===== src/rtl/rxb_pkg.sv =====
package rxb_pkg;

  localparam int NUM_STEPS = 7;
  localparam int STEP_W    = 3;
  localparam int RATE_W    = 16;

  typedef enum logic [2:0] {
    SQ_IDLE, SQ_CLR_HI, SQ_CLR_LO, SQ_ISSUE, SQ_WAIT
  } seq_st_t;

  typedef enum logic [1:0] {
    CP_IDLE, CP_REQ, CP_WAIT
  } cp_st_t;

  // ascending upper bounds; the first bound >= rate selects the band
  function automatic logic [7:0] band_of_rate(input logic [RATE_W-1:0] r);
    logic [7:0] c;
    if      (r <= 16'd89)   c = 8'h00;
    else if (r <= 16'd99)   c = 8'h10;
    else if (r <= 16'd109)  c = 8'h20;
    else if (r <= 16'd129)  c = 8'h01;
    else if (r <= 16'd139)  c = 8'h11;
    else if (r <= 16'd149)  c = 8'h21;
    else if (r <= 16'd169)  c = 8'h02;
    else if (r <= 16'd179)  c = 8'h12;
    else if (r <= 16'd199)  c = 8'h22;
    else if (r <= 16'd219)  c = 8'h03;
    else if (r <= 16'd239)  c = 8'h13;
    else if (r <= 16'd249)  c = 8'h23;
    else if (r <= 16'd269)  c = 8'h04;
    else if (r <= 16'd299)  c = 8'h14;
    else if (r <= 16'd329)  c = 8'h05;
    else if (r <= 16'd359)  c = 8'h15;
    else if (r <= 16'd399)  c = 8'h25;
    else if (r <= 16'd449)  c = 8'h06;
    else if (r <= 16'd499)  c = 8'h16;
    else if (r <= 16'd549)  c = 8'h07;
    else if (r <= 16'd599)  c = 8'h17;
    else if (r <= 16'd649)  c = 8'h08;
    else if (r <= 16'd699)  c = 8'h18;
    else if (r <= 16'd749)  c = 8'h09;
    else if (r <= 16'd799)  c = 8'h19;
    else if (r <= 16'd849)  c = 8'h29;
    else if (r <= 16'd899)  c = 8'h39;
    else if (r <= 16'd949)  c = 8'h0a;
    else if (r <= 16'd999)  c = 8'h1a;
    else if (r <= 16'd1049) c = 8'h2a;
    else if (r <= 16'd1099) c = 8'h3a;
    else if (r <= 16'd1149) c = 8'h0b;
    else if (r <= 16'd1199) c = 8'h1b;
    else if (r <= 16'd1249) c = 8'h2b;
    else if (r <= 16'd1299) c = 8'h3b;
    else if (r <= 16'd1349) c = 8'h0c;
    else if (r <= 16'd1399) c = 8'h1c;
    else if (r <= 16'd1449) c = 8'h2c;
    else if (r <= 16'd1500) c = 8'h3c;
    else                    c = 8'h00;
    return c;
  endfunction

  function automatic logic [7:0] step_code(input logic [STEP_W-1:0] idx);
    case (idx)
      3'd0:    return 8'h34;
      3'd1:    return 8'h44;
      3'd2:    return 8'h54;
      3'd3:    return 8'h84;
      3'd4:    return 8'h94;
      3'd5:    return 8'h75;
      default: return 8'h00;
    endcase
  endfunction

  function automatic logic [7:0] step_data(input logic [STEP_W-1:0] idx,
                                           input logic [7:0] band);
    case (idx)
      3'd1:    return {band[6:0], 1'b0};
      3'd5:    return 8'h04;
      default: return 8'h00;
    endcase
  endfunction

endpackage


===== src/rtl/rxb_band_lookup.sv =====
module rxb_band_lookup
  import rxb_pkg::*;
#(
  parameter int FREQ_W = 11
) (
  input  logic [FREQ_W-1:0] link_freq,
  output logic [7:0]        band
);
  logic [FREQ_W:0]   rate;
  logic [RATE_W-1:0] rate_ext;

  assign rate     = {link_freq, 1'b0};
  assign rate_ext = RATE_W'(rate);
  assign band     = band_of_rate(rate_ext);
endmodule


===== src/rtl/rxb_cmd_port.sv =====
module rxb_cmd_port
  import rxb_pkg::*;
(
  input  logic       clk,
  input  logic       rst_n,
  input  logic       issue,
  input  logic [7:0] code_in,
  input  logic [7:0] data_in,
  input  logic       cmd_ready,
  input  logic       cmd_done,
  output logic       cmd_valid,
  output logic [7:0] cmd_code,
  output logic [7:0] cmd_data,
  output logic       xfer_done,
  output logic       waiting
);
  cp_st_t st;

  always_ff @(posedge clk or negedge rst_n) begin
    if (!rst_n) begin
      st       <= CP_IDLE;
      cmd_code <= '0;
      cmd_data <= '0;
    end else begin
      case (st)
        CP_IDLE: if (issue) begin
          cmd_code <= code_in;
          cmd_data <= data_in;
          st       <= CP_REQ;
        end
        CP_REQ:  if (cmd_ready) st <= cmd_done ? CP_IDLE : CP_WAIT;
        CP_WAIT: if (cmd_done)  st <= CP_IDLE;
        default: st <= CP_IDLE;
      endcase
    end
  end

  assign cmd_valid = (st == CP_REQ);
  assign waiting   = (st == CP_WAIT);
  assign xfer_done = ((st == CP_WAIT) && cmd_done) ||
                     ((st == CP_REQ) && cmd_ready && cmd_done);
endmodule


===== src/rtl/rxb_seq_ctrl.sv =====
module rxb_seq_ctrl
  import rxb_pkg::*;
#(
  parameter int LANES      = 4,
  parameter int CLR_CYCLES = 8,
  localparam int LC_W      = $clog2(LANES + 1)
) (
  input  logic             clk,
  input  logic             rst_n,
  input  logic             start_req,
  input  logic             stop_req,
  input  logic [LC_W-1:0]  lane_cnt,
  input  logic             freq_zero,
  input  logic [7:0]       band_in,
  input  logic             xfer_done,
  output logic             issue,
  output logic [7:0]       code_out,
  output logic [7:0]       data_out,
  output logic             test_clr,
  output logic             busy,
  output logic             streaming,
  output logic             cfg_err,
  output logic             last_done,
  output logic [LANES-1:0] lane_en,
  output logic [LANES-1:0] force_rx,
  output logic [LANES-1:0] force_stop,
  output logic [LANES-1:0] turn_req,
  output logic [LANES-1:0] turn_dis
);
  localparam int CNT_W = $clog2(CLR_CYCLES + 1);
  localparam logic [CNT_W-1:0]  CNT_LAST = CNT_W'(CLR_CYCLES - 1);
  localparam logic [STEP_W-1:0] IDX_LAST = STEP_W'(NUM_STEPS - 1);

  function automatic logic [LANES-1:0] mask_of(input logic [LC_W-1:0] n);
    logic [LANES-1:0] m;
    for (int i = 0; i < LANES; i++) m[i] = (i < int'(n));
    return m;
  endfunction

  seq_st_t           st;
  logic [CNT_W-1:0]  cnt;
  logic [STEP_W-1:0] idx;
  logic [7:0]        band_q;
  logic              lanes_ok, start_ok, accept, reject;

  assign lanes_ok  = (lane_cnt != '0) && (int'(lane_cnt) <= LANES);
  assign start_ok  = start_req && (st == SQ_IDLE) && !streaming;
  assign accept    = start_ok && lanes_ok && !freq_zero;
  assign reject    = start_ok && !accept;
  assign last_done = (st == SQ_WAIT) && xfer_done && (idx == IDX_LAST);

  always_ff @(posedge clk or negedge rst_n) begin
    if (!rst_n) begin
      st         <= SQ_IDLE;
      cnt        <= '0;
      idx        <= '0;
      band_q     <= '0;
      streaming  <= 1'b0;
      cfg_err    <= 1'b0;
      lane_en    <= '0;
      force_rx   <= '0;
      force_stop <= '0;
      turn_req   <= '0;
      turn_dis   <= '0;
    end else begin
      cfg_err <= reject;
      if (stop_req)       streaming <= 1'b0;
      else if (last_done) streaming <= 1'b1;
      case (st)
        SQ_IDLE: if (accept) begin
          band_q     <= band_in;
          lane_en    <= mask_of(lane_cnt);
          force_rx   <= '0;
          force_stop <= '0;
          turn_req   <= '0;
          turn_dis   <= '1;
          cnt        <= '0;
          st         <= SQ_CLR_HI;
        end
        SQ_CLR_HI: begin
          if (cnt == CNT_LAST) begin
            cnt <= '0;
            st  <= SQ_CLR_LO;
          end else cnt <= cnt + 1'b1;
        end
        SQ_CLR_LO: begin
          if (cnt == CNT_LAST) begin
            cnt <= '0;
            idx <= '0;
            st  <= SQ_ISSUE;
          end else cnt <= cnt + 1'b1;
        end
        SQ_ISSUE: st <= SQ_WAIT;
        SQ_WAIT: if (xfer_done) begin
          if (idx == IDX_LAST) st <= SQ_IDLE;
          else begin
            idx <= idx + 1'b1;
            st  <= SQ_ISSUE;
          end
        end
        default: st <= SQ_IDLE;
      endcase
    end
  end

  assign issue    = (st == SQ_ISSUE);
  assign code_out = step_code(idx);
  assign data_out = step_data(idx, band_q);
  assign test_clr = (st == SQ_CLR_HI);
  assign busy     = (st != SQ_IDLE);
endmodule


===== src/rtl/rxphy_bringup.sv =====
module rxphy_bringup
  import rxb_pkg::*;
#(
  parameter int LANES      = 4,
  parameter int FREQ_W     = 11,
  parameter int CLR_CYCLES = 8,
  localparam int LC_W      = $clog2(LANES + 1)
) (
  input  logic              clk,
  input  logic              rst_n,
  input  logic              start_req,
  input  logic              stop_req,
  input  logic [LC_W-1:0]   lane_cnt,
  input  logic [FREQ_W-1:0] link_freq,
  output logic [LANES-1:0]  lane_en,
  output logic [LANES-1:0]  force_rx,
  output logic [LANES-1:0]  force_stop,
  output logic [LANES-1:0]  turn_req,
  output logic [LANES-1:0]  turn_dis,
  output logic              test_clr,
  output logic              cmd_valid,
  output logic [7:0]        cmd_code,
  output logic [7:0]        cmd_data,
  input  logic              cmd_ready,
  input  logic              cmd_done,
  output logic              busy,
  output logic              streaming,
  output logic              cfg_err
);
  logic [7:0] band;
  logic [7:0] seq_code, seq_data;
  logic       seq_issue, xfer_done, cp_waiting, last_done;

  rxb_band_lookup #(.FREQ_W(FREQ_W)) u_lookup (
    .link_freq (link_freq),
    .band      (band)
  );

  rxb_seq_ctrl #(.LANES(LANES), .CLR_CYCLES(CLR_CYCLES)) u_seq (
    .clk        (clk),
    .rst_n      (rst_n),
    .start_req  (start_req),
    .stop_req   (stop_req),
    .lane_cnt   (lane_cnt),
    .freq_zero  (link_freq == '0),
    .band_in    (band),
    .xfer_done  (xfer_done),
    .issue      (seq_issue),
    .code_out   (seq_code),
    .data_out   (seq_data),
    .test_clr   (test_clr),
    .busy       (busy),
    .streaming  (streaming),
    .cfg_err    (cfg_err),
    .last_done  (last_done),
    .lane_en    (lane_en),
    .force_rx   (force_rx),
    .force_stop (force_stop),
    .turn_req   (turn_req),
    .turn_dis   (turn_dis)
  );

  rxb_cmd_port u_cmd (
    .clk       (clk),
    .rst_n     (rst_n),
    .issue     (seq_issue),
    .code_in   (seq_code),
    .data_in   (seq_data),
    .cmd_ready (cmd_ready),
    .cmd_done  (cmd_done),
    .cmd_valid (cmd_valid),
    .cmd_code  (cmd_code),
    .cmd_data  (cmd_data),
    .xfer_done (xfer_done),
    .waiting   (cp_waiting)
  );
endmodule


===== config.mk =====
export PLATFORM = sky130hd
export DESIGN_NAME = rxphy_bringup
export DESIGN_NICKNAME = d
export VERILOG_FILES = /design/src/rtl/rxb_pkg.sv /design/src/rtl/rxb_band_lookup.sv /design/src/rtl/rxb_cmd_port.sv /design/src/rtl/rxb_seq_ctrl.sv /design/src/rtl/rxphy_bringup.sv
export SDC_FILE = /design/constraint.sdc
export NUM_CORES = 1
export LEC_CHECK = 0
export CORE_MARGIN = 3
export CORE_UTILIZATION = 47
export DETAILED_ROUTE_END_ITERATION = 7
export HOLD_SLACK_MARGIN = 0.1
export PLACE_DENSITY = 0.86
export SLEW_MARGIN = 40
export SYNTH_ARGS = -nofsm -noshare
export SYNTH_HDL_FRONTEND = slang
export SYNTH_SLANG_ARGS = --single-unit

===== constraint.sdc =====
create_clock -name clk -period 2.22 [get_ports clk]
set_clock_uncertainty 0.2 [all_clocks]
set_input_delay 0.444 -clock clk [delete_from_list [all_inputs] [get_ports clk]]
set_output_delay 0.444 -clock clk [all_outputs]
set_load 0.05 [all_outputs]

==> reports/summary.txt, run 1 <==
STA
------------------------------------------------------------------------------------
Final worst path period need                                                 2230 ps
F_max                                                                      0.448 GHz
RSZ-0062 raised after global routing                                             yes
Fin. max-slew vios                                                                 0
Worst-case headroom to the max-slew limit                                      0.629
Fin crit share                                                                  1.01
Worst Max-Slew Pin Slew                                                       550 ps
Worst-case setup margin in the final layout                                 -13.9 ps
Number of failing setup endpoints in the final timing report                       2
Number of hold violations in the final report                                      0

SETUP PATH
------------------------------------------------------------------------------------
Crit path required time                                                      2200 ps
CP startpoint kind                                                        input port
Kind of capture point of the worst setup path                                   flop
Dominant cell type by count on the critical path                        sky130_fd_sc_hd__buf_6
Worst path arrival time                                                      2220 ps
CP Class                                                                   in -> reg
Delay contributed by the slowest stage of the critical path                   420 ps
Slowest stage cell, crit path                                           sky130_fd_sc_hd__a2111oi_2
Maximum fanout along the worst path                                                8
Critical path, cell by cell                                             dlygate4sd2_1 > buf_6 > buf_6 > inv_1 > o211ai_1 > a2111oi_2 > o31ai_1 > buf_4 > o31a_1

CLOCK NETWORK
------------------------------------------------------------------------------------
Clock-pin transition on the worst setup and hold timing paths                  80 ps
H-tree levels                                                                      2
Clock tree from TritonCTS                                                       done
Total clock buffers created by CTS                                                 5
Number of clock sinks                                                             37
Clk buf depth                                                                      2
Clk_lat worst skew                                                            290 ps
Root buffer selected by CTS                                             sky130_fd_sc_hd__clkbuf_8
Number of buffers inserted for hold repair after clock tree synthesis              0

ROUTE
------------------------------------------------------------------------------------
Remaining antenna violation count after routing                                    0
First-pass detailed-route iteration total                                          5
Total wirelength of the detailed-routed design                             10,100 um
M1 WL                                                                        4300 um
Met3 wire length                                                              798 um
Routed length on met2                                                        4790 um
Vias per Instance                                                               5.94
Initial DRC Count                                                                485
Top routing layer used                                                          met4
Routed wire per std cell                                                     17.8 um
Total DRC errors in the routed layout                                              0
Total number of vias                                                           3,374

PWR
------------------------------------------------------------------------------------
Part of the power in combinational logic                                       0.584
Psw                                                                          1740 uW
Maximum vdd ir drop                                                         0.823 mV
Sequential cell fraction of total power                                        0.281
Power per cell area                                                      860 nW/um^2
Net Sw Frac                                                                    0.464
Internal Power                                                               2010 uW
Static leakage power                                                      0.00196 uW
Clock network fraction of total power                                          0.135

YOSYS
------------------------------------------------------------------------------------
Number of enable-type register cells in the synthesized netlist                    0
Mean cell area of the mapped netlist                                       7.91 um^2
Warnings, synthesis                                                                0
Number of cells produced by synthesis                                            366
Sequential cell area fraction in the yosys report                              0.320
Post-synthesis instance area                                               2890 um^2
Number of flip-flops and latches in the synthesized netlist                       37
Synth unique cells                                                                64
FFs w/ async S/R, synth                                                         1.00
Most instantiated flip-flop cell in the synthesis netlist               sky130_fd_sc_hd__dfrtp_1

GRT
------------------------------------------------------------------------------------
Wire length of the first global-routing pass                               15,800 um
Overall fraction of global-route tracks in use                                 0.276
Initial antenna violation count                                                    0
Number of global-route vias before repair                                      3,078
Overflow left after global routing                                                 0
Pin count of the biggest net entering global routing                              38

LAYOUT
------------------------------------------------------------------------------------
Total Nets Final                                                                 521
Layout Cell Area excl Fill                                                 4370 um^2
Reg area                                                                    926 um^2
Fraction of layout instances using a drive strength above 1                    0.347
Area occupied by multi-input gates                                         1930 um^2
Area added between synthesis and finish                                        51.0%
Antenna diode instance count                                                       0
Filler Cells Inserted                                                            398
Most frequent cells in the layout                                       sky130_fd_sc_hd__buf_4 (99), sky130_fd_sc_hd__nand2_1 (54), sky130_fd_sc_hd__dfrtp_1 (37)
Most common library cell in the layout ignoring fill and taps           sky130_fd_sc_hd__buf_4

STATUS
------------------------------------------------------------------------------------
Violations in the final reports                                         setup timing
Status                                                                  finished, violations left

DIE
------------------------------------------------------------------------------------
Number of rows created at floorplan                                               27
Initial Util                                                                   0.504
# IOs                                                                             61
Die Area                                                                   7140 um^2
Width of the chip                                                            84.5 um
Die span in y                                                                84.5 um
Core box area                                                              5740 um^2

PLACEMENT
------------------------------------------------------------------------------------
Cell area after placement                                                  3980 um^2
Worst setup slack after placement                                            -750 ps
Port bufs                                                                         44
HPWL after detailed placement                                                7630 um
Final weighted congestion in routability-driven placement                      0.927

FLOW RUN
------------------------------------------------------------------------------------
Max-capacitance violation count                                                    0

HOLD PATH
------------------------------------------------------------------------------------
Worst min-delay path class                                                reg -> reg

==> state kept, by name (all words and copies together) (netlist names) <==
signal,count
u_cmd.cmd_code,6
u_cmd.cmd_data,6
u_cmd.st,2
u_seq.band_q,6
u_seq.cfg_err,1
u_seq.cnt,4
u_seq.idx,3
u_seq.lane_en,4
u_seq.st,3
u_seq.streaming,1
u_seq.turn_dis,1
==> per-stage QoR <==
step                cells  hold slack, ps  TNS (ps)  utilization  power [uW]
floorplan             381           -51.6         0            -        2390
global placement      552             250     -7710        0.693        3040
detailed placement    552             252     -8330        0.693        3130
CTS                   565             275     -14.1        0.744        3690
global route          568             319      -223        0.761        3970
finish                568             267     -18.3        0.761        3760
==> path summary, 6_finish.rpt <==
path	startpoint	endpoint	slack (ps)	cells after the start
worst max-delay path	link_freq[4]	u_seq.band_q[4]	-10	9
worst min-delay path	u_seq.lane_en[0]	u_seq.lane_en[0]	270	1
worst max register to register	u_seq.st[1]	u_seq.band_q[0]	0	7
worst min register to register	u_seq.lane_en[0]	u_seq.lane_en[0]	270	1
max in group asynchronous	rst_n	u_seq.st[0]	1090	2
min in group asynchronous	rst_n	u_cmd.cmd_code[2]	380	2
==> power groups by stage <==
| stage | Combinational [uW] | Clock (uW) | Sequential (uW) |
|---|---|---|---|
| after global routing | 2340 | 543 | 1090 |
| after CTS | 2120 | 514 | 1050 |
| after global placement | 1990 | 0 | 1050 |
| final | 2190 | 506 | 1060 |
| after floorplan | 1020 | 0 | 1370 |
| after detailed placement | 2060 | 0 | 1060 |
==> per-layer routing <==
| layer | up-vias | GRT usage |
|---|---|---|
| met5 | - | 0 |
| met4 | 0 | 0.0935 |
| met3 | 24 | 0.0343 |
| met2 | 190 | 0.452 |
| met1 | 1603 | 0.377 |
| li1 | 1557 | - |
==> critical path, delay by kind of cell <==
kind / cells / cell delay [ps]
buf+inv: 5 / 760
compound gates: 4 / 990
==> cells by family (layout without fill, tap and decap cells) <==
| logic type | after synthesis | after routing | synth area share |
|---|---|---|---|
| buf+inv | 60 | 175 | 0.112 |
| simple gates | 131 | 131 | 0.223 |
| xor+xnor | 2 | 2 | 0.00605 |
| flops | 37 | 37 | 0.320 |
| compound gates | 125 | 125 | 0.298 |
| mux | 4 | 4 | 0.0143 |
| fa+ha+maj | 6 | 6 | 0.0259 |
| other cells | 1 | 16 | 0.00130 |
==> area by class of cell <==
cell class	count	share of cell area
clock buffer	6	0.0189
clock inverter	2	0.00315
inverter	14	0.0120
multi-input combinational	284	0.442
sequential	37	0.212
tap	72	0.0206
timing repair buffer	153	0.291
==> Yosys cell counts, drive strengths merged (2+ instances only) <==
master | instances | area, um^2
nand2 | 54 | 203
o21ai | 43 | 215
dfrtp | 37 | 926
buf | 36 | 233
nor2 | 25 | 93.8
a21oi | 16 | 80.1
inv | 14 | 52.6
clkbuf | 10 | 37.5
nand3 | 9 | 45.0
nor3 | 8 | 40.0
or3 | 8 | 60.1
a211oi | 6 | 45.0
a31oi | 6 | 37.5
ha | 6 | 75.1
o31ai | 6 | 58.8
nand2b | 5 | 31.3
o21a | 5 | 37.5
a2111oi | 4 | 35.0
nor3b | 4 | 30.0
or2 | 4 | 25.0
a41oi | 3 | 26.3
mux2i | 3 | 30.0
nor2b | 3 | 18.8
nor4 | 3 | 25.0
o211a | 3 | 30.0
o31a | 3 | 26.3
o41ai | 3 | 33.8
a21boi | 2 | 15.0
a21o | 2 | 15.0
a221oi | 2 | 17.5
a22o | 2 | 17.5
a22oi | 2 | 15.0
a311oi | 2 | 17.5
a32oi | 2 | 17.5
and2 | 2 | 12.5
and3 | 2 | 12.5
o211ai | 2 | 15.0
o221ai | 2 | 23.8
==> what timing repair did <==
item | in CTS | in global routing
gates cloned | 0 | 1
gates resized for setup | 60 | 35
pin swaps | 8 | 10
buffers inserted | 6 | 2
setup endpoints to repair | 17 | 15
Power figures use the tool's default switching activity.
==> run 2: changes to the inputs <==
ABC_AREA = 1   (was not set)
CORE_UTILIZATION = 48   (was 47)
CTS_BUF_LIST = sky130_fd_sc_hd__clkbuf_8   (was not set)
PLACE_DENSITY = 0.88   (was 0.86)
==> run 2 against run 1 <==
The run still ends with setup timing left. Count of clock-buffer cells in the layout stayed put. Worst hold slack barely moved. Largest power group unchanged. Global-route usage decreased by 2.1 points. Synthesized cell count up 18%. Critical path depth rose by 16. Cell count up 15%. Final area up 0.26%. Clock power is 4.5% lower. Wire length fell by 7.6%.
==> reports/summary.txt, run 2 <==
ROUTE
--------------------------------------------------------------------------------
Total number of vias                                                       3,404
Remaining antenna violation count after routing                                0
First-pass detailed-route iteration total                                      5
Total DRC errors in the routed layout                                          0
Vias per Instance                                                           5.19
Total wirelength of the detailed-routed design                           9360 um
Routed wire per std cell                                                 14.3 um
Initial DRC Count                                                            229

YOSYS
--------------------------------------------------------------------------------
Most used standard cell by instance count after synthesis           sky130_fd_sc_hd__nand2_1
Most instantiated flip-flop cell in the synthesis netlist           sky130_fd_sc_hd__dfrtp_1
Number of flip-flops and latches in the synthesized netlist                   37
Fraction of synthesized cell area taken by the top area cell type          0.326
Sequential cell area fraction in the yosys report                          0.326
FFs w/ async S/R, synth                                                     1.00
Cell taking the most area after synthesis                           sky130_fd_sc_hd__dfrtp_1
Mean cell area of the mapped netlist                                   6.58 um^2
Post-synthesis instance area                                           2840 um^2
Number of enable-type register cells in the synthesized netlist                0
Number of cells produced by synthesis                                        431
Synth unique cells                                                            34
Commonest cells in the synthesized netlist                          sky130_fd_sc_hd__nand2_1 (131), sky130_fd_sc_hd__inv_1 (51), sky130_fd_sc_hd__nor2_1 (44)
Warnings, synthesis                                                            0
Cells taking the most area after synthesis                          sky130_fd_sc_hd__dfrtp_1 (33%), sky130_fd_sc_hd__nand2_1 (17%), sky130_fd_sc_hd__inv_1 (6.7%), sky130_fd_sc_hd__o21ai_0 (6.5%), sky130_fd_sc_hd__nor2_1 (5.8%)

STA
--------------------------------------------------------------------------------
Worst-case setup margin in the final layout                              -699 ps
Worst-case headroom to the max-slew limit                                  0.637
Minimum hold slack                                                        267 ps
Number of failing setup endpoints in the final timing report                   3
F_max                                                                  0.343 GHz
RSZ-0062 raised after global routing                                         yes
Final worst path period need                                             2920 ps
Fin. max-slew vios                                                             0
Worst Max-Slew Pin Slew                                                   539 ps
Number of hold violations in the final report                                  0
Fin crit share                                                              1.31

LAYOUT
--------------------------------------------------------------------------------
Biggest regs                                                        u_cmd.cmd_code (6), u_cmd.cmd_data (6), u_seq.band_q (6)
Share of the core filled with cells in the final layout                    0.781
Fraction of layout instances using a drive strength above 1                0.330
Area added between synthesis and finish                                    54.4%
Total Nets Final                                                             610
Antenna diode instance count                                                   0
Most common library cell in the layout ignoring fill and taps       sky130_fd_sc_hd__nand2_1
Most frequent cells in the layout                                   sky130_fd_sc_hd__nand2_1 (122), sky130_fd_sc_hd__buf_4 (116), sky130_fd_sc_hd__inv_1 (45)

CLOCK NETWORK
--------------------------------------------------------------------------------
Clock tree from TritonCTS                                                   done
Clock-pin transition on the worst setup and hold timing paths              70 ps
Root buffer selected by CTS                                         sky130_fd_sc_hd__clkbuf_8
H-tree levels                                                                  2
Clk buf depth                                                                  2
Total clock buffers created by CTS                                             5
Number of clock sinks                                                         37
Clk_lat worst skew                                                        300 ps

DIE
--------------------------------------------------------------------------------
Number of rows created at floorplan                                           27
# IOs                                                                         61
Die Area                                                               6870 um^2
Width of the chip                                                        82.9 um
Core box area                                                          5610 um^2
Initial Util                                                               0.506
Die span in y                                                            82.9 um

PWR
--------------------------------------------------------------------------------
Maximum vdd ir drop                                                     0.636 mV
Power per cell area                                                  826 nW/um^2
Static leakage power                                                  0.00224 uW

GRT
--------------------------------------------------------------------------------
Initial antenna violation count                                                0
Wire length of the first global-routing pass                           14,600 um
Pin count of the biggest net entering global routing                          38
Overall fraction of global-route tracks in use                             0.255
Number of global-route vias before repair                                  3,237
Overflow left after global routing                                             0

SETUP PATH
--------------------------------------------------------------------------------
Dominant cell type by count on the critical path                    sky130_fd_sc_hd__nand2_1
CP Buf/Inv Count                                                               7
Crit path required time                                                  2260 ps
Kind of capture point of the worst setup path                               flop
Slowest stage cell, crit path                                       sky130_fd_sc_hd__a21boi_1
Maximum fanout along the worst path                                            2
Delay contributed by the slowest stage of the critical path               190 ps
Worst path arrival time                                                  2950 ps
Kind of cell adding the most delay to the critical path             simple AND/OR/NAND/NOR gates
CP startpoint kind                                                    input port
CP Class                                                               in -> reg

HOLD PATH
--------------------------------------------------------------------------------
Worst min-delay path class                                            reg -> reg

STATUS
--------------------------------------------------------------------------------
Violations in the final reports                                     setup timing
Status                                                              finished, violations left

PLACEMENT
--------------------------------------------------------------------------------
Final weighted congestion in routability-driven placement                  0.990
HPWL after detailed placement                                            6690 um
Worst setup slack after placement                                       -1340 ps
Port bufs                                                                     44

FLOW RUN
--------------------------------------------------------------------------------
Max-capacitance violation count                                                0

-- run 2: path summary, 6_finish.rpt --
path | startpoint | to | slack [ps] | depth (start not counted)
min reg2reg | u_seq.lane_en[0] | u_seq.lane_en[0] | 270 | 1
max in group asynchronous | rst_n | u_seq.st[1] | 1130 | 2
max reg2reg | u_seq.st[1] | u_seq.st[0] | 120 | 11
max | link_freq[10] | u_seq.band_q[5] | -700 | 25
min | u_seq.lane_en[0] | u_seq.lane_en[0] | 270 | 1
min in group asynchronous | rst_n | u_cmd.cmd_data[6] | 370 | 2
-- run 2: cell type report --
class	instances	area [um^2]
multi-input combinational	325	1750
sequential	37	926
timing repair buffer	158	1290
tap	72	90.1
clock inverter	1	3.75
clock buffer	6	82.6
fill	404	1230
inverter	57	239
-- run 2: layer usage --
metal,wire length (um),global-route usage
met5,0,0
met4,362,0.108
met3,541,0.0327
met2,4930,0.469
met1,3530,0.295
-- run 2: logic make-up (layout without fill, tap and decap cells) --
kind of cell,Yosys count,count (layout),share of synthesized area
xor+xnor,1,1,0.00309
other cells,1,16,0.00132
compound gates,84,84,0.182
simple gates,218,218,0.316
buf+inv,84,222,0.145
fa+ha+maj,6,6,0.0265
flops,37,37,0.326
-- run 2: metrics by stage --
stage	total power (uW)	area [um^2]	instances	TNS, ps
6_report	3620	4380	656	-1320
5_1_grt	3820	4380	656	-2070
4_1_cts	3490	4130	644	-982
3_5_place_dp	2960	3870	621	-10650
3_3_place_gp	2880	3870	621	-10000
2_1_floorplan	2340	2900	446	-644
-- run 2: timing repair --
item	CTS	global route
gates resized for setup	77	52
pin swaps	22	24
setup endpoints to repair	18	7
buffers inserted	16	12
hold buffers	0	0
-- run 2: worst reg2reg max path: cells and delay by family (launching register included) --
kind,cells,cell delay (ps)
AO/OA/AOI/OAI,3,360
buffers and inverters,3,350
flip-flops,1,410
AND/OR/NAND/NOR,5,670
-- run 2: power by group --
group	switching, uW	total, uW	internal (uW)
logic	1330	2090	753
clock network	241	483	242
registers	154	1050	897
==> run 3: changes to the inputs <==
CAP_MARGIN = 20   (was not set)
==> results of run 3 <==
Same layout as run 2: the final DEF is identical, and so are final timing and power.
